$ cat config.mk
export PLATFORM = sky130hd
export DESIGN_NAME = sdac_load_if
export DESIGN_NICKNAME = d
export VERILOG_FILES = /design/src/rtl/sdac_pkg.sv /design/src/rtl/sdac_sync.sv /design/src/rtl/sdac_shifter.sv /design/src/rtl/sdac_update.sv /design/src/rtl/sdac_load_if.sv
export SDC_FILE = /design/constraint.sdc
export NUM_CORES = 1
export LEC_CHECK = 0
export CAP_MARGIN = 15
export CORE_MARGIN = 2
export CORE_UTILIZATION = 40
export CTS_CLUSTER_SIZE = 16
export DETAILED_ROUTE_END_ITERATION = 10
export DONT_BUFFER_PORTS = 1
export PLACE_DENSITY = 0.58
export SYNTH_ARGS = -nofsm -noshare
export SYNTH_HDL_FRONTEND = slang
export SYNTH_SLANG_ARGS = --single-unit
$ cat constraint.sdc
create_clock -name clk -period 4.1 [get_ports clk]
set_input_delay 0.615 -clock clk [delete_from_list [all_inputs] [get_ports clk]]
set_output_delay 0.615 -clock clk [all_outputs]
set_load 0.005 [all_outputs]
$ cat src/rtl/sdac_pkg.sv
package sdac_pkg;
  localparam int unsigned PIN_CNT = 5;
  // Pin vector order used by the synchronizer
  localparam int unsigned P_FRAME = 0;
  localparam int unsigned P_SCK   = 1;
  localparam int unsigned P_DIN   = 2;
  localparam int unsigned P_LOAD  = 3;
  localparam int unsigned P_PD    = 4;
  // Idle levels: frame high, load high, others low
  localparam logic [PIN_CNT-1:0] PINS_IDLE = 5'b01001;
endpackage

$ cat src/rtl/sdac_sync.sv
module sdac_sync #(
  parameter int unsigned W      = 1,
  parameter int unsigned STAGES = 2,
  parameter logic [W-1:0] RST   = '0
) (
  input  logic         clk,
  input  logic         rst_n,
  input  logic [W-1:0] d,
  output logic [W-1:0] q
);
  logic [W-1:0] stg [STAGES];

  genvar g;
  generate
    for (g = 0; g < STAGES; g++) begin : g_stage
      always_ff @(posedge clk or negedge rst_n) begin
        if (!rst_n) stg[g] <= RST;
        else if (g == 0) stg[g] <= d;
        else stg[g] <= stg[(g == 0) ? 0 : g-1];
      end
    end
  endgenerate

  assign q = stg[STAGES-1];
endmodule

$ cat src/rtl/sdac_shifter.sv
module sdac_shifter #(
  parameter int unsigned W   = 16,
  parameter logic [W-1:0] MID = 16'h8000
) (
  input  logic         clk,
  input  logic         rst_n,
  input  logic         s_frame_n,
  input  logic         s_sck,
  input  logic         s_din,
  output logic [W-1:0] sreg,
  output logic         full,
  output logic         frame_end,
  output logic         ser_out
);
  localparam int unsigned CW = $clog2(W + 1);
  localparam logic [CW-1:0] CNT_FULL = CW'(W);

  logic          prev_frame_n, prev_sck;
  logic [CW-1:0] cnt_q, cnt_d;
  logic [W-1:0]  sreg_d;
  logic          sck_fall, shift_en;

  assign sck_fall  = prev_sck & ~s_sck;
  assign shift_en  = sck_fall & ~s_frame_n;
  assign frame_end = s_frame_n & ~prev_frame_n;
  assign full      = (cnt_q == CNT_FULL);
  assign ser_out   = sreg[W-1];

  always_comb begin
    sreg_d = sreg;
    cnt_d  = cnt_q;
    if (shift_en) sreg_d = {sreg[W-2:0], s_din};
    if (s_frame_n) cnt_d = '0;
    else if (shift_en && !full) cnt_d = cnt_q + 1'b1;
  end

  always_ff @(posedge clk or negedge rst_n) begin
    if (!rst_n) begin
      sreg         <= MID;
      cnt_q        <= '0;
      prev_frame_n <= 1'b1;
      prev_sck     <= 1'b0;
    end else begin
      sreg         <= sreg_d;
      cnt_q        <= cnt_d;
      prev_frame_n <= s_frame_n;
      prev_sck     <= s_sck;
    end
  end

  // nothing shifts while the frame is closed
  p_idle_hold_r2: assert property (@(posedge clk) disable iff (!rst_n)
    s_frame_n |=> $stable(sreg));
  // a shift moves the next-lower bit onto the output
  p_shift_out_r2: assert property (@(posedge clk) disable iff (!rst_n)
    (shift_en) |=> (ser_out == $past(sreg[W-2])));
  // the edge count never passes one word
  p_cnt_cap_r3: assert property (@(posedge clk) disable iff (!rst_n)
    cnt_q <= CNT_FULL);
endmodule

$ cat src/rtl/sdac_update.sv
module sdac_update #(
  parameter int unsigned W   = 16,
  parameter logic [W-1:0] MID = 16'h8000
) (
  input  logic         clk,
  input  logic         rst_n,
  input  logic         frame_end,
  input  logic         full,
  input  logic         s_frame_n,
  input  logic         s_load_n,
  input  logic [W-1:0] sreg,
  output logic [W-1:0] dac_code
);
  logic [W-1:0] hold_q, hold_d, dac_d;
  logic         take_word, sync_upd, async_upd;

  assign take_word = frame_end & full;
  assign sync_upd  = take_word & ~s_load_n;
  assign async_upd = s_frame_n & ~frame_end & ~s_load_n;

  always_comb begin
    hold_d = hold_q;
    dac_d  = dac_code;
    if (take_word) hold_d = sreg;
    if (sync_upd) dac_d = sreg;
    else if (async_upd) dac_d = hold_q;
  end

  always_ff @(posedge clk or negedge rst_n) begin
    if (!rst_n) begin
      hold_q   <= MID;
      dac_code <= MID;
    end else begin
      hold_q   <= hold_d;
      dac_code <= dac_d;
    end
  end

  // short frame leaves the holding register alone
  p_partial_keep_r4: assert property (@(posedge clk) disable iff (!rst_n)
    (frame_end && !full) |=> $stable(hold_q));
  // asynchronous load copies the holding word
  p_async_copy_r5: assert property (@(posedge clk) disable iff (!rst_n)
    (s_frame_n && !frame_end && !s_load_n) |=> (dac_code == $past(hold_q)));
  // synchronous load lands with the new holding word
  p_sync_land_r6: assert property (@(posedge clk) disable iff (!rst_n)
    (frame_end && full && !s_load_n) |=> (dac_code == hold_q));
  // code stays put while load is released
  p_load_hold_r7: assert property (@(posedge clk) disable iff (!rst_n)
    s_load_n |=> $stable(dac_code));
endmodule

$ cat src/rtl/sdac_load_if.sv
module sdac_load_if #(
  parameter int unsigned WORD_W      = 16,
  parameter int unsigned SYNC_STAGES = 2
) (
  input  logic              clk,
  input  logic              rst_n,
  input  logic              frame_n,
  input  logic              ser_clk,
  input  logic              ser_din,
  input  logic              load_n,
  input  logic              pwr_dn,
  output logic              ser_out,
  output logic [WORD_W-1:0] dac_code,
  output logic              dac_off
);
  import sdac_pkg::*;
  localparam logic [WORD_W-1:0] MID = {1'b1, {(WORD_W-1){1'b0}}};

  logic [PIN_CNT-1:0] raw_pins, s_pins;
  logic [WORD_W-1:0]  sreg;
  logic               full, frame_end, pd_q;

  assign raw_pins[P_FRAME] = frame_n;
  assign raw_pins[P_SCK]   = ser_clk;
  assign raw_pins[P_DIN]   = ser_din;
  assign raw_pins[P_LOAD]  = load_n;
  assign raw_pins[P_PD]    = pwr_dn;

  sdac_sync #(.W(PIN_CNT), .STAGES(SYNC_STAGES), .RST(PINS_IDLE)) u_sync (
    .clk(clk), .rst_n(rst_n), .d(raw_pins), .q(s_pins)
  );

  sdac_shifter #(.W(WORD_W), .MID(MID)) u_shift (
    .clk(clk), .rst_n(rst_n),
    .s_frame_n(s_pins[P_FRAME]), .s_sck(s_pins[P_SCK]), .s_din(s_pins[P_DIN]),
    .sreg(sreg), .full(full), .frame_end(frame_end), .ser_out(ser_out)
  );

  sdac_update #(.W(WORD_W), .MID(MID)) u_upd (
    .clk(clk), .rst_n(rst_n), .frame_end(frame_end), .full(full),
    .s_frame_n(s_pins[P_FRAME]), .s_load_n(s_pins[P_LOAD]),
    .sreg(sreg), .dac_code(dac_code)
  );

  always_ff @(posedge clk or negedge rst_n) begin
    if (!rst_n) pd_q <= 1'b0;
    else        pd_q <= s_pins[P_PD];
  end
  assign dac_off = pd_q;

  // the flag follows the synchronized request one cycle later
  p_pd_follow_r9: assert property (@(posedge clk) disable iff (!rst_n)
    $rose(s_pins[P_PD]) |=> dac_off);
endmodule

Yosys cells after proc, flatten, opt, wreduce, memory -nomap -nowiden
Cells that the tools add are included.
Widths: inputs -> output; s select.

word-level totals
  bits in registers = 66
  input bits = 7
  output and inout bits = 18
  word-level logic and storage cells = 31

cells by class
  add/subtract/negate cells = 1
  eq/ne operators = 1
  muxes and demuxes = 4
  bitwise logic cells = 12
  reductions and logical operators = 4

operator list
  operator             count
  $mux 16              2
  $mux 5               2
  $and 1x1->1          7
  $add 5x1->5 const B  1
  $eq 5x5->1 const B   1
  $not 1->1            5
  $reduce_bool 2->1    2
  $logic_and 1x1->1    1
  $logic_not 1->1      1

Logic depth before layout (Yosys ltp)
  word-level depth = 7
  gate-level depth with buffers = 7
  mapped depth without buffers = 5

By module
Synthesis repeated with hierarchy kept, for this count alone.

unflattened totals
  cells, all modules = 211
  area, all modules = 2685.1 um^2

by module, submodules not included
  module        instances  cells each  area an instance (um^2)  seq. area each (um^2)
  sdac_update   1          96          1372.6                   803.3
  sdac_shifter  1          99          994.7                    578.1
  sdac_sync     1          15          292.8                    255.2
  sdac_load_if  1          1           25.0                     25.0

Worst setup path before layout
No wires, ideal clock.

  path kind = register to register
  start = register u_shift.cnt_q[0]
  end = register u_upd.hold_q[10]
  setup time = 0.125 ns
  data arrival time = 1.547 ns
  data required time = 3.975 ns
  setup slack = 2.428 ns
  cell stages (with the launch flop) = 8
  buffers on the path = 2
  clock period less this slack = 1.672 ns
  cell sequence = dfrtp_1 > inv_1 > ha_1 > and4bb_2 > buf_4 > nand3b_4 > buf_6 > mux2_2

on the way
  longest elaborated chain between the ends = 2

ends and longest elaborated chain
  item                    RTL line            source
  start, declared         sdac_shifter.sv:19  logic [CW-1:0] cnt_q, cnt_d;
  start signal, assigned  sdac_shifter.sv:45  cnt_q <= cnt_d;
  $eq 5x5->1              sdac_shifter.sv:26  assign full = (cnt_q == CNT_FULL);
  $and 1x1->1             sdac_update.sv:17   assign take_word = frame_end & full;
  end signal, assigned    sdac_update.sv:34   hold_q <= hold_d;
  end, declared           sdac_update.sv:14   logic [W-1:0] hold_q, hold_d, dac_d;

No other way between the ends.
A chain may end at the register's enable or synchronous reset.

Worst setup path after layout
  start = register u_shift.cnt_q[1]
  end = register u_shift.cnt_q[1]

on the way
  longest elaborated chain between the ends = 4
  elaborated cells between the ends (all ways) = 7
  those cells by class = 1 x add/sub; 1 x eq/ne; 2 x mux; 3 x reduce/logical

ends and longest elaborated chain
  item
  branches (longest 4 deep; another with $add 5x1->5)

Several ways; the timed one is not identified. The select of a mux whose other input is x is not followed.

==> summary.md <==
| Metric | Value |
|---|---|
| PwrDens | between 400 and 500 nW/um2 |
| Clk sinks | 66 |
| Initial Util | 0.415 |
| Fin. Hold Viols | 0 |
| Min-Delay Path Class | in -> async |
| Iter 0 DRT Violations | 140 |
| Post-Syn Area | 2820 um2 |
| Lkg Pwr | around 1.4 nW |
| # port buffers | 0 |
| Worst flop-to-flop path startpoint | u_shift.cnt_q[1] |
| DRT Wirelength | roughly 5200 um |
| Post-route antenna net violation count | 0 |
| Total GRT Usage | 0.150 |
| # setup viols final | 0 |
| Pre-CTS worst setup slack | just over 2 ns |
| Core area | just under 7000 um2 |
| Total power | ~1.3 mW |
| Max-Cap Viols | 0 |
| Worst path cell trace | inv_1, ha_1, nand4bb_1, a211oi_1, a31o_2 |
| Final min period | 2.09 ns |
| R2r setup slk | 2.01 ns |
| Layout cells sized above 1 | 0.277 |
| Crit path max fanout | 19 |
| Skew-Pair Late Insertion Delay | 0.33 ns |
| Gr ovfl total | 0 |
| Pre-Repair DR Iteration Count | 4 |
| Drt wl/cell | 16.3 um |
| Die height | 88.0 um |
| Syn. warnings | 0 |
| WP buf/inv | 1 |
| Worst clock skew | 0.00888 ns |
| Dpl hpwl | approximately 3000 um |
| Final TNS setup | 0 ns |
| Wire length of the first global-routing pass | just under 9000 um |
| CTS Buffer Depth | 2 |
| Slew @ Worst Pin | 0.970 ns |
| Reg2reg path depth | 5 |
| #FFs+latches synth | 66 |
| Initial antenna violation count | 0 |
| DR DRC count | 0 |
| Final Util | 0.454 |
| CP max stage delay | between 0.7 and 0.8 ns |
| Final period utilization | 0.510 |
| Post-CTS setup buffer count | 0 |
| Final Net Count | roughly 230 |
| Post-synth cell types | 29 |
| Cell Rows | 30 |
| CP Capture Type | flop |
| Via/cell ratio | around 5.3 |
| Synth top area share | 0.514 |
| Top achievable clock speed | approximately 480 MHz |
| Die ar. | between 7000 and 8000 um2 |
| I/O pins | 25 |
| Gpl congestion | ~0.69 |
| Syn_nets | 231 |
| Vias after detailed routing | between 1.5k and 2k |
| Rel. slew slack | 0.350 |
| Pins over their slew limit | 0 |
| Synth area leader | dfrtp_1 |
| Status | finished, final reports clean |
| Post-Syn Instances | approximately 220 |
| H-tree Lvls | 3 |
| Synth-to-Final Area Change | 9.22% |
| Crit path arrival time | 2.36 ns |
| Number of global-route vias before repair | 1680 |
| Antenna Cells | 0 |
| CTS root buf | clkbuf_8 |
| Area contributors post-synth | dfrtp_1 51%, mux2_2 13%, dfstp_2 7.5% |
| Setup ws final | about 2 ns |
| CTS tree | done |
| Sequential-to-total area share from yosys stat | 0.589 |
| RSZ-0062 raised after global routing | false |
| Worst endpoint required time | around 4.4 ns |
| Avg Inst Size Synth | approximately 13 um2 |
| Die W | ~88 um |
| # fillers | approximately 620 |
| Largest delay share family, worst path | simple AND/OR/NAND/NOR gates |
| Worst-path clk slew | 0.07 ns |
| Cell count along the critical path | 5 |
| Crit Path Category | reg -> reg |
| Critical-path top delay cell | nand4bb_1 |
| Total CTS buffers | 9 |
| Crit start category | flop |
| Largest net degree at the start of global routing | a little under 60 |
| Max rail drop VDD | 170 uV |
| Critical path startpoint | u_shift.cnt_q[1] |
[Yosys cell counts]
cell and n:
o21ai_0 1, mux2_2 32, a211oi_1 1, dfrtp_1 58, buf_4 1, nand3_1 17
nand2_1 16, buf_2 5, mux2i_1 2, o21bai_1 1, or3_1 1, clkbuf_1 9
nand3b_1 16, buf_1 1, nand4bb_1 1, and4bb_2 1, nor2b_1 17, and3b_1 1
nand3b_4 1, a32oi_1 16, a31o_2 1, inv_1 2, buf_6 1, nand2b_1 5
a21oi_1 2, ha_1 2, nand4_1 2, dfstp_2 8, nor3b_2 1
[flip-flops by register name, summed over array words and instances (netlist names)]
name and count:
u_shift.sreg 16, u_upd.dac_code 16, u_upd.hold_q 16, u_shift.cnt_q 5, u_sync.q 5, u_sync.stg 5
dac_off 1, u_shift.prev_frame_n 1, u_shift.prev_sck 1
[per-layer routing]
layer	track usage	wire length (um)
met5	0	0
met4	0.0713	74
met3	0.0481	236
met2	0.209	2350
met1	0.210	2570
[worst reg2reg max path, cell delays in order (launching register included)]
cell and delay [ns]:
dfrtp_1 0.40, inv_1 0.09, ha_1 0.16, nand4bb_1 0.76
a211oi_1 0.48, a31o_2 0.15
[kinds of logic (layout without fill, tap and decap cells)]
kind of cell               Yosys count  in the layout  share of synthesized area
AOI/OAI and AO/OA                   22             22                     0.0634
adders and majority gates            2              2                    0.00887
DFF                                 66             66                      0.589
and+or+nand+nor                     79             79                      0.173
muxes                               34             34                      0.135
buffers and inverters               19             21                     0.0315
[layout make-up]
| cell class | count | area, um2 | share of cell area |
|---|---|---|---|
| timing repair buffer | 3 | 42.5 | 0.0138 |
| sequential | 66 | 1660 | 0.539 |
| multi-input combinational | 137 | 1070 | 0.348 |
| tap | 96 | 120 | 0.0390 |
| clock inverter | 5 | 37.5 | 0.0122 |
| inverter | 2 | 7.51 | 0.00244 |
| clock buffer | 11 | 141 | 0.0459 |
[power breakdown]
group | switching (mW) | internal (mW) | leakage (nW)
Sequential | 0.0401 | 0.696 | 0.863
Clock | 0.257 | 0.239 | 0.0863
Combinational | 0.0364 | 0.0518 | 0.465
Total | 0.333 | 0.988 | 1.41
[cells in the final DEF (no fill, tap or decap)]
| cell type | Yosys | layout |
|---|---|---|
| inv_6 | 0 | 2 |
| nand2b_1 | 5 | 5 |
| a32oi_1 | 16 | 16 |
| buf_16 | 0 | 1 |
| a31o_2 | 1 | 1 |
| nand2_1 | 16 | 16 |
| dfrtp_1 | 58 | 58 |
| nand4bb_1 | 1 | 1 |
| nand3_1 | 17 | 17 |
| clkinv_2 | 0 | 1 |
| nor3b_2 | 1 | 1 |
| mux2i_1 | 2 | 2 |
| or3_1 | 1 | 1 |
| dfstp_2 | 8 | 8 |
| clkbuf_8 | 0 | 10 |
| a211oi_1 | 1 | 1 |
| and3b_1 | 1 | 1 |
| nand3b_4 | 1 | 1 |
| nand4_1 | 2 | 2 |
| a21oi_1 | 2 | 2 |
| and4bb_2 | 1 | 1 |
| inv_1 | 2 | 2 |
| clkbuf_1 | 9 | 1 |
| ha_1 | 2 | 2 |
| o21bai_1 | 1 | 1 |
| nor2b_1 | 17 | 17 |
| buf_4 | 1 | 2 |
| mux2_2 | 32 | 32 |
| o21ai_0 | 1 | 1 |
| clkinvlp_4 | 0 | 2 |
| nand3b_1 | 16 | 16 |
[worst paths after layout]
check                                       end
hold / removal             u_shift.prev_frame_n
max in group asynchronous       u_shift.sreg[1]
hold reg to reg                     u_sync.q[2]
setup / recovery               u_shift.cnt_q[1]
min in group clk                  u_sync.stg[5]
setup reg to reg               u_shift.cnt_q[1]
[repair_timing]
item	4_1_cts	5_1_grt
endpoints found under the setup margin	0	0
hold endpoints to repair	58	0
resized for setup	0	0
hold buffers	1	0
[metrics by stage]
step	hold WS (ns)	area (um2)	cells
floorplan	0.319	2820	222
detailed placement	0.320	2880	303
global route	0.0940	3080	320
finish	0.121	3080	320
CTS	0.107	3080	320
global placement	0.321	2880	303
No activity file was read; power rests on OpenSTA's default activity.
